--- config.mk ---
export PLATFORM = sky130hd
export DESIGN_NAME = dram_ctrl
export DESIGN_NICKNAME = d
export VERILOG_FILES = /design/src/rtl/dram_ctrl_pkg.sv /design/src/rtl/dram_addr_mux.sv /design/src/rtl/dram_ref_timer.sv /design/src/rtl/dram_ctrl.sv
export SDC_FILE = /design/constraint.sdc
export NUM_CORES = 1
export LEC_CHECK = 0
export BUFFER_PORTS_ARGS = -buffer_cell sky130_fd_sc_hd__buf_2
export CELL_PAD_IN_SITES_DETAIL_PLACEMENT = 1
export CELL_PAD_IN_SITES_GLOBAL_PLACEMENT = 2
export CORE_UTILIZATION = 32
export DETAILED_ROUTE_END_ITERATION = 8
export PLACE_DENSITY_LB_ADDON = 0.1
export SYNTH_ARGS = -nofsm -noshare
export SYNTH_HDL_FRONTEND = slang
export SYNTH_HIERARCHICAL = 1
export SYNTH_SLANG_ARGS = --single-unit
--- constraint.sdc ---
create_clock -name clk -period 1.8 [get_ports clk]
set_clock_uncertainty 0.1 [all_clocks]
set_input_delay 0.27 -clock clk [delete_from_list [all_inputs] [get_ports clk]]
set_output_delay 0.27 -clock clk [all_outputs]
set_load 0.01 [all_outputs]
--- src/rtl/dram_ctrl_pkg.sv ---
package dram_ctrl_pkg;

    typedef enum logic [2:0] {
        ST_IDLE = 3'd0,
        ST_ACT  = 3'd1,
        ST_CAS  = 3'd2,
        ST_PRE  = 3'd3,
        ST_REF  = 3'd4,
        ST_REFP = 3'd5
    } seq_state_e;

    typedef enum logic [1:0] {
        SEL_ROW = 2'd0,
        SEL_COL = 2'd1,
        SEL_REF = 2'd2
    } addr_sel_e;

endpackage

--- src/rtl/dram_addr_mux.sv ---
module dram_addr_mux
    import dram_ctrl_pkg::*;
#(
    parameter int ROW_W = 4,
    parameter int COL_W = 4,
    parameter int BUS_W = 4
) (
    input  logic [ROW_W+COL_W-1:0] word_addr,
    input  logic [ROW_W-1:0]       ref_row,
    input  addr_sel_e              sel,
    output logic [BUS_W-1:0]       bus
);
    localparam int ADDR_W = ROW_W + COL_W;

    always_comb begin
        case (sel)
            SEL_ROW: bus = BUS_W'(word_addr[ADDR_W-1:COL_W]);
            SEL_COL: bus = BUS_W'(word_addr[COL_W-1:0]);
            SEL_REF: bus = BUS_W'(ref_row);
            default: bus = '0;
        endcase
    end
endmodule

--- src/rtl/dram_ref_timer.sv ---
module dram_ref_timer #(
    parameter int INTERVAL = 64,
    parameter int ROWS     = 16
) (
    input  logic clk,
    input  logic rst_n,
    input  logic burst_mode,
    input  logic grant,
    output logic pending,
    output logic burst
);
    localparam int CNT_W  = (INTERVAL > 1) ? $clog2(INTERVAL) : 1;
    localparam int TICK_W = (ROWS > 1) ? $clog2(ROWS) : 1;
    localparam logic [CNT_W-1:0]  CNT_LAST  = CNT_W'(INTERVAL - 1);
    localparam logic [TICK_W-1:0] TICK_LAST = TICK_W'(ROWS - 1);

    typedef struct packed {
        logic [CNT_W-1:0]  cnt;
        logic [TICK_W-1:0] ticks;
        logic              pend;
        logic              burst;
    } tmr_t;

    tmr_t q, d;

    always_comb begin
        d = q;
        if (grant) d.pend = 1'b0;
        if (q.cnt == CNT_LAST) begin
            d.cnt = '0;
            if (burst_mode) begin
                if (q.ticks == TICK_LAST) begin
                    d.ticks = '0;
                    d.pend  = 1'b1;
                    d.burst = 1'b1;
                end else begin
                    d.ticks = q.ticks + 1'b1;
                end
            end else begin
                d.ticks = '0;
                d.pend  = 1'b1;
                d.burst = 1'b0;
            end
        end else begin
            d.cnt = q.cnt + 1'b1;
        end
    end

    always_ff @(posedge clk or negedge rst_n) begin
        if (!rst_n) q <= '0;
        else        q <= d;
    end

    assign pending = q.pend;
    assign burst   = q.burst;
endmodule

--- src/rtl/dram_ctrl.sv ---
module dram_ctrl
    import dram_ctrl_pkg::*;
#(
    parameter int ROW_W        = 4,
    parameter int COL_W        = 4,
    parameter int DATA_W       = 8,
    parameter int T_RCD        = 2,
    parameter int T_CAS        = 2,
    parameter int T_RP         = 2,
    parameter int T_RAS        = 3,
    parameter int REF_INTERVAL = 64
) (
    input  logic                                  clk,
    input  logic                                  rst_n,
    input  logic                                  refresh_burst,
    input  logic                                  cpu_req,
    input  logic                                  cpu_wr,
    input  logic [ROW_W+COL_W-1:0]                cpu_addr,
    input  logic [DATA_W-1:0]                     cpu_wdata,
    output logic [DATA_W-1:0]                     cpu_rdata,
    output logic                                  cpu_ack,
    output logic [((ROW_W>COL_W)?ROW_W:COL_W)-1:0] dram_addr,
    output logic                                  dram_ras_n,
    output logic                                  dram_cas_n,
    output logic                                  dram_we_n,
    output logic [DATA_W-1:0]                     dram_dq_out,
    output logic                                  dram_dq_oe,
    input  logic [DATA_W-1:0]                     dram_dq_in
);
    localparam int ADDR_W = ROW_W + COL_W;
    localparam int BUS_W  = (ROW_W > COL_W) ? ROW_W : COL_W;
    localparam int ROWS   = 1 << ROW_W;
    localparam int TM1    = (T_RCD > T_CAS) ? T_RCD : T_CAS;
    localparam int TM2    = (T_RP > T_RAS) ? T_RP : T_RAS;
    localparam int TMAX   = (TM1 > TM2) ? TM1 : TM2;
    localparam int TW     = $clog2(TMAX + 1);
    localparam logic [TW-1:0]    RCD_LAST = TW'(T_RCD - 1);
    localparam logic [TW-1:0]    CAS_LAST = TW'(T_CAS - 1);
    localparam logic [TW-1:0]    RP_LAST  = TW'(T_RP - 1);
    localparam logic [TW-1:0]    RAS_LAST = TW'(T_RAS - 1);
    localparam logic [ROW_W-1:0] ROW_LAST = ROW_W'(ROWS - 1);

    typedef struct packed {
        seq_state_e        state;
        logic [TW-1:0]     cnt;
        logic [ROW_W-1:0]  ref_row;
        logic [ROW_W-1:0]  ref_left;
        logic              wr;
        logic [ADDR_W-1:0] addr;
        logic [DATA_W-1:0] wdata;
        logic [DATA_W-1:0] rdata;
        logic              ack;
    } seq_t;

    seq_t      q, d;
    logic      ref_pend, ref_burst, ref_grant;
    addr_sel_e sel;

    dram_ref_timer #(
        .INTERVAL (REF_INTERVAL),
        .ROWS     (ROWS)
    ) u_timer (
        .clk        (clk),
        .rst_n      (rst_n),
        .burst_mode (refresh_burst),
        .grant      (ref_grant),
        .pending    (ref_pend),
        .burst      (ref_burst)
    );

    always_comb begin
        d         = q;
        d.ack     = 1'b0;
        ref_grant = 1'b0;
        case (q.state)
            ST_IDLE: begin
                if (ref_pend) begin
                    ref_grant  = 1'b1;
                    d.state    = ST_REF;
                    d.cnt      = '0;
                    d.ref_left = ref_burst ? ROW_LAST : '0;
                end else if (cpu_req) begin
                    d.state = ST_ACT;
                    d.cnt   = '0;
                    d.wr    = cpu_wr;
                    d.addr  = cpu_addr;
                    d.wdata = cpu_wdata;
                end
            end
            ST_ACT: begin
                if (q.cnt == RCD_LAST) begin
                    d.state = ST_CAS;
                    d.cnt   = '0;
                end else d.cnt = q.cnt + 1'b1;
            end
            ST_CAS: begin
                if (q.cnt == CAS_LAST) begin
                    if (!q.wr) d.rdata = dram_dq_in;
                    d.ack   = 1'b1;
                    d.state = ST_PRE;
                    d.cnt   = '0;
                end else d.cnt = q.cnt + 1'b1;
            end
            ST_PRE: begin
                if (q.cnt == RP_LAST) d.state = ST_IDLE;
                else                  d.cnt   = q.cnt + 1'b1;
            end
            ST_REF: begin
                if (q.cnt == RAS_LAST) begin
                    d.state   = ST_REFP;
                    d.cnt     = '0;
                    d.ref_row = (q.ref_row == ROW_LAST) ? '0 : q.ref_row + 1'b1;
                end else d.cnt = q.cnt + 1'b1;
            end
            ST_REFP: begin
                if (q.cnt == RP_LAST) begin
                    d.cnt = '0;
                    if (q.ref_left != '0) begin
                        d.ref_left = q.ref_left - 1'b1;
                        d.state    = ST_REF;
                    end else d.state = ST_IDLE;
                end else d.cnt = q.cnt + 1'b1;
            end
            default: d.state = ST_IDLE;
        endcase
    end

    always_ff @(posedge clk or negedge rst_n) begin
        if (!rst_n) q <= '0;
        else        q <= d;
    end

    always_comb begin
        case (q.state)
            ST_CAS:           sel = SEL_COL;
            ST_REF, ST_REFP:  sel = SEL_REF;
            default:          sel = SEL_ROW;
        endcase
    end

    dram_addr_mux #(
        .ROW_W (ROW_W),
        .COL_W (COL_W),
        .BUS_W (BUS_W)
    ) u_mux (
        .word_addr (q.addr),
        .ref_row   (q.ref_row),
        .sel       (sel),
        .bus       (dram_addr)
    );

    assign dram_ras_n  = !(q.state == ST_ACT || q.state == ST_CAS || q.state == ST_REF);
    assign dram_cas_n  = !(q.state == ST_CAS);
    assign dram_dq_oe  = (q.state == ST_CAS) && q.wr;
    assign dram_we_n   = !dram_dq_oe;
    assign dram_dq_out = q.wdata;
    assign cpu_ack     = q.ack;
    assign cpu_rdata   = q.rdata;
endmodule

==> results by group, run 1 <==
Timing
  • Setup ws final: -0.1201 ns
  • Final hold vios: 0
  • RSZ-0062 raised after global routing: yes
  • Final worst path period share: 1.067
  • Setup violations, final: 16
  • Max-slew violation count: 0
  • Fin Setup TNS: -0.8141 ns
  • Slew headroom: 0.6845
  • Max Clk Rate: 520.8 MHz
  • Worst-margin pin slew: 0.4732 ns
  • Post-layout min period: 1.920 ns

Yosys
  • Ys Warns: 6
  • Ys flop type: dfrtp_1
  • Mux share of post-synthesis cell area: 0.1497
  • Ys async rst share: 1.000
  • Synthesized instance count: 236
  • Main combinational cell family by area after synthesis: multiplexers
  • Synthesized area: 0.002741 sq mm
  • Post-synthesis compound-gate area fraction: 0.1027
  • Synth Net Count: 275
  • Syn_area_per_cell: 11.62 sq um
  • Post-synth EDFFs: 0
  • Post-synthesis sequential area ratio: 0.4655
  • Yosys cell types: 58
  • Adder-Cell Fraction of Synth Area: 0.04564
  • Post-synthesis xor/xnor area fraction: 0.01597
  • Post-Synth Simple-Gate Area: 0.1356
  • Post-synthesis register bit count: 51

Worst setup path
  • Worst Path Required: 1.43 ns
  • Flop-to-flop setup slack: -0.07 ns
  • Arr. time, crit path: 1.55 ns
  • Setup crit end kind: primary output
  • Worst setup path class: flop to primary output
  • Worst setup SP type: flop
  • CP Max Fanout: 4

Run status
  • Failing checks: negative setup slack
  • Outcome: finished, violations left

Clock tree
  • CTS buffer count: 5
  • Clock Sinks: 51
  • Root buf cell: clkbuf_8
  • Worst-path clk slew: 0.09 ns
  • Max clock buf depth: 2
  • CTS tree: yes
  • H-tree depth: 2
  • Clock latency on the worst-skew pair: 0.30 ns

Final layout
  • Final nets: 343
  • # fillers: 910
  • Post-layout util: 0.4233
  • Ant diodes: 0
  • Synth-to-layout area growth: 27.52%
  • Commonest non-fill, non-tap cell in the layout: buf_2
  • Share of layout cells above drive strength 1: 0.4656
  • Most frequent cells in the layout: 51 x buf_2, 48 x dfrtp_1, 24 x buf_4, 12 x mux2_4
  • Post-Layout Inst Area: 0.003496 sq mm

Power
  • Pwr/cell area: 1256 mW/mm^2
  • Sequential Power Share: 0.380
  • Logic pwr share: 0.469
  • Switching part of the total: 0.3383
  • Peak supply drop: 0.0003770 V
  • Total power draw: 4.391 mW
  • Int Pwr: 2.906 mW
  • Net switching power: 1.485 mW
  • Clk pwr share: 0.151
  • Leak: 1.605 nW

Die
  • Die Span Y: 94.56 um
  • I/O Pins: 54
  • Die X: 94.56 um
  • Row Count: 33
  • CORE AREA: 0.008258 sq mm
  • Full die area: 0.008941 sq mm
  • Initial Util: 0.3320

Placement
  • Dpl cell area: 0.003138 sq mm
  • DP Wirelength: 4473 um
  • GPL Wtd Cong: 0.7718
  • IO buf count: 53

Route
  • Initial DRC count: 25
  • Residual DRC: 0
  • Routed len/inst: 15.19 um
  • Total vias in the final route: 2011
  • Routed vias/inst: 4.905
  • Routed wire length: 6227 um
  • Antenna-violating nets left: 0
  • 1st-pass router iterations: 4

Global route
  • Initial antenna violation count: 0
  • Largest net degree at the start of global routing: 23
  • Overflow after GRT: 0
  • Gr usage total: 0.1478
  • First-pass GRT wire length: 10230 um
  • Vias in the first global route: 2078

Hold path
  • Hold/Removal Path Class: input port to flop

Flow run
  • Max Cap Viol: 0
-- registers in the layout, summed over array words and instances, names as in the netlist --
name,flops
dram_dq_out,8
u_timer/burst,1
u_timer/q,10
q,22
cpu_ack,1
u_timer/pending,1
cpu_rdata,8
-- final timing paths --
path,startpoint,end,depth (start not counted)
max,q[36],dram_addr[2],5
min,cpu_wdata[4],dram_dq_out[4],2
max reg2reg,q[38],q[35],4
min reg2reg,u_timer/q[11],u_timer/q[11],1
max in group asynchronous,rst_n,q[33],3
min in group asynchronous,rst_n,cpu_rdata[1],2
-- layout make-up --
cell class	count	area, sq um	area share
Sequential cell	51	1280	0.3661
Timing Repair Buffer	85	585.6	0.1675
Clock buffer	6	72.57	0.02076
Tap cell	105	131.4	0.03758
Clock inverter	2	12.51	0.003579
Inverter	13	56.30	0.01611
Multi-Input combinational cell	148	1358	0.3883
-- what timing repair did --
action | CTS | global route
gates cloned | 0 | 1
resized for setup | 11 | 32
hold buffers | 1 | 0
buffers inserted | 7 | 2
endpoints found under the hold margin | 16 | 0
pin swaps | 2 | 4
setup endpoints to repair | 8 | 27
-- layer usage --
layer,part of all wire,GRT usage
met1,0.51,0.2100
met2,0.44,0.2234
met3,0.036,0.02979
met4,0.0095,0.04924
met5,0,0
-- synth_stat cells (2+ instances only) --
| library cell | instances | area, sq um |
|---|---|---|
| mux2_2 | 9 | 101.4 |
| buf_6 | 3 | 33.78 |
| nand3_1 | 6 | 30.03 |
| a2bb2oi_1 | 2 | 17.52 |
| nand2_1 | 11 | 41.29 |
| and2_1 | 2 | 12.51 |
| mux2_1 | 19 | 214.0 |
| a311oi_1 | 2 | 17.52 |
| nand2b_1 | 8 | 50.05 |
| a211oi_1 | 2 | 15.01 |
| o31ai_1 | 3 | 22.52 |
| nor2b_1 | 3 | 18.77 |
| xor2_1 | 2 | 17.52 |
| or4b_4 | 2 | 27.53 |
| ha_1 | 10 | 125.1 |
| o21ai_0 | 6 | 30.03 |
| inv_1 | 12 | 45.04 |
| nor2_1 | 10 | 37.54 |
| mux2i_1 | 8 | 80.08 |
| a21oi_1 | 4 | 20.02 |
| o21ai_1 | 2 | 10.01 |
| xnor2_1 | 3 | 26.28 |
| buf_4 | 18 | 135.1 |
| o2bb2ai_1 | 4 | 35.03 |
| dfrtp_1 | 51 | 1276 |
| buf_2 | 2 | 10.01 |
-- through the flow --
stage / std cells / hold slack [ns] / setup slack (ns)
final: 410 / 0.07676 / -0.1201
after global routing: 410 / 0.06814 / -0.2159
after CTS: 407 / 0.06228 / -0.1291
after detailed placement: 391 / 0.1501 / 0.01119
after global placement: 391 / 0.1528 / 0.01196
after floorplan: 236 / -0.1256 / 0.08515
-- critical path: stages, from the launching register on --
cell	delay (ns)
dfrtp_2	0.44
nor3b_2	0.20
buf_4	0.15
nor2b_4	0.21
o2bb2ai_2	0.12
buf_2	0.14
-- power groups by stage --
stage	Combinational [mW]	Clock, mW	Sequential [mW]
floorplan	1.21	0	1.63
global placement	1.58	0	1.68
detailed placement	1.59	0	1.69
CTS	1.74	0.711	1.65
global route	2.26	0.747	1.72
finish	2.06	0.663	1.67
-- cell families (layout without fill, tap and decap cells) --
kind of cell	Yosys count	count (layout)
AO/OA/AOI/OAI	38	38
adder cells (fa/ha/maj)	10	10
XOR/XNOR	5	5
buffers and inverters	37	106
flip-flops	51	51
AND/OR/NAND/NOR	58	58
multiplexers	37	37
Power figures use the tool's default switching activity.
==> inputs of run 2 (changes only) <==
CORE_UTILIZATION = 39   (was 32)
clock period = 2.5 ns   (was 1.8 ns; I/O delays follow)
==> results by group, run 2 (synthesized netlist as in run 1, its figures left out) <==
Clock tree
  • CTS tree: yes
  • Clock latency on the worst-skew pair: 0.31 ns
  • Worst-path clk slew: 0.10 ns
  • CTS buffer count: 5
  • Root buf cell: clkbuf_8
  • Max clock buf depth: 2
  • Clock Sinks: 51
  • H-tree depth: 2
  • Post-CTS Setup Bufs: 0

Die
  • I/O Pins: 54
  • CORE AREA: 0.006794 sq mm
  • Die Span Y: 85.84 um
  • Full die area: 0.007369 sq mm
  • Die X: 85.84 um
  • Row Count: 30
  • Initial Util: 0.4035

Power
  • Clk pwr share: 0.187
  • Switching part of the total: 0.3398
  • Pwr/cell area: 879.0 mW/mm^2
  • Logic pwr share: 0.362
  • Total power draw: 2.720 mW
  • Leak: 1.402 nW
  • Peak supply drop: 0.0002261 V
  • Sequential Power Share: 0.451
  • Net switching power: 0.9241 mW
  • Int Pwr: 1.796 mW

Final layout
  • Post-Layout Inst Area: 0.003094 sq mm
  • Share of layout cells above drive strength 1: 0.3141
  • Register Area: 0.001276 sq mm
  • Regs by FF count: q x22, u_timer/q x10
  • Commonest non-fill, non-tap cell in the layout: buf_2
  • Ant diodes: 0
  • Flip-flop count of the largest register after layout: 22
  • Most flops, register: q
  • Final nets: 315
  • # fillers: 766
  • Multi-input gate area: 0.001239 sq mm
  • Most frequent cells in the layout: 53 x buf_2, 51 x dfrtp_1, 19 x mux2_1, 12 x inv_1, 11 x nand2_1
  • Synth-to-layout area growth: 12.87%

Flow run
  • Max Cap Viol: 0

Worst setup path
  • Worst setup SP type: flop
  • Highest-delay cell along the critical path: dfrtp_1
  • Worst Path Required: 2.03 ns
  • Worst setup path class: flop to primary output
  • Critical path's largest stage delay: 0.64 ns
  • CP Cell Sequence: nand2b_1, inv_1, mux2i_1, o2bb2ai_1, buf_2
  • CP Max Fanout: 15
  • Delay-heaviest family, CP: flip-flops
  • Setup crit end kind: primary output
  • Arr. time, crit path: 1.85 ns
  • Bufs and invs on worst path: 2

Route
  • Routed len/inst: 14.31 um
  • Routed vias/inst: 4.909
  • 1st-pass router iterations: 4
  • Total vias in the final route: 1831
  • Initial DRC count: 58
  • Routed wire length: 5338 um
  • Antenna-violating nets left: 0
  • Residual DRC: 0

Global route
  • First-pass GRT wire length: 8963 um
  • GR peak layer: met2
  • Overflow after GRT: 0
  • GRT met2 Usage: 0.2524
  • GR met3 Demand/Resource: 0.03561
  • Met1 Resource Use GR: 0.2080
  • Vias in the first global route: 1828
  • Largest net degree at the start of global routing: 28
  • Gr usage total: 0.1558
  • Initial antenna violation count: 0

Placement
  • Dpl cell area: 0.002979 sq mm
  • IO buf count: 53
  • DP Wirelength: 3862 um
  • GPL Wtd Cong: 0.6897

Hold path
  • Hold/Removal Path Class: input port to flop

Run status
  • Outcome: finished, final reports clean

Timing
  • Final worst path period share: 0.9314
  • Final hold vios: 0
  • RSZ-0062 raised after global routing: no
  • Fin Setup TNS: 0 ns
  • Setup violations, final: 0
  • Post-layout min period: 2.328 ns
  • Max Clk Rate: 429.5 MHz
  • Worst-margin pin slew: 0.6137 ns
  • Slew headroom: 0.5909
  • Max-slew violation count: 0
==> run 2: changes by cell type in the layout (fill, tap and decap cells not counted), sizes merged <==
cell    previous run  this run
buf               83        56
clkbuf             7         6
==> run 2: power groups by stage <==
stage                     Combinational, mW  Sequential [mW]  Clock (mW)
after global routing                   1.10             1.26       0.557
after CTS                              1.00             1.22       0.538
after detailed placement              0.999             1.24           0
final                                 0.984             1.23       0.510
after global placement                0.986             1.23           0
after floorplan                       0.870             1.17           0
==> run 2: metrics by stage <==
stage | setup WS [ns] | hold slack (ns) | util | cells
floorplan | 0.7286 | -0.02059 | - | 236
global placement | 0.4771 | 0.3266 | 0.4385 | 364
detailed placement | 0.4493 | 0.3283 | 0.4385 | 364
CTS | 0.1220 | 0.1596 | 0.4545 | 373
global route | 0.01311 | 0.1622 | 0.4554 | 373
finish | 0.1715 | 0.1705 | 0.4554 | 373
==> run 2: final timing paths <==
| path | start | to | slack (ns) | cells after the start |
|---|---|---|---|---|
| max in group asynchronous | rst_n | cpu_ack | 1.23 | 3 |
| max | q[38] | dram_addr[0] | 0.17 | 5 |
| min | cpu_addr[1] | q[18] | 0.17 | 2 |
| min in group asynchronous | rst_n | q[34] | 0.51 | 2 |
| min reg2reg | cpu_rdata[5] | cpu_rdata[5] | 0.39 | 1 |
| max reg2reg | q[37] | cpu_rdata[4] | 0.54 | 3 |
==> run 2: timing repair <==
action                                  in CTS  in global routing
endpoints found under the setup margin       0                  3
gates resized for setup                      0                  1
endpoints found under the hold margin       24                  0
hold buffers                                 1                  0
==> run 2: layer usage <==
layer  routed length (um)  part of all wire
met1                 2558              0.48
met2                 2492              0.47
met3                  219             0.041
met4                   68             0.013
met5                    0                 0
==> run 2: layout make-up <==
cell class,instances,share of cell area
Sequential cell,51,0.4125
Inverter,13,0.01617
Timing Repair Buffer,57,0.1003
Multi-Input combinational cell,148,0.4003
Clock buffer,6,0.02669
Tap cell,96,0.03882
Clock inverter,2,0.005257
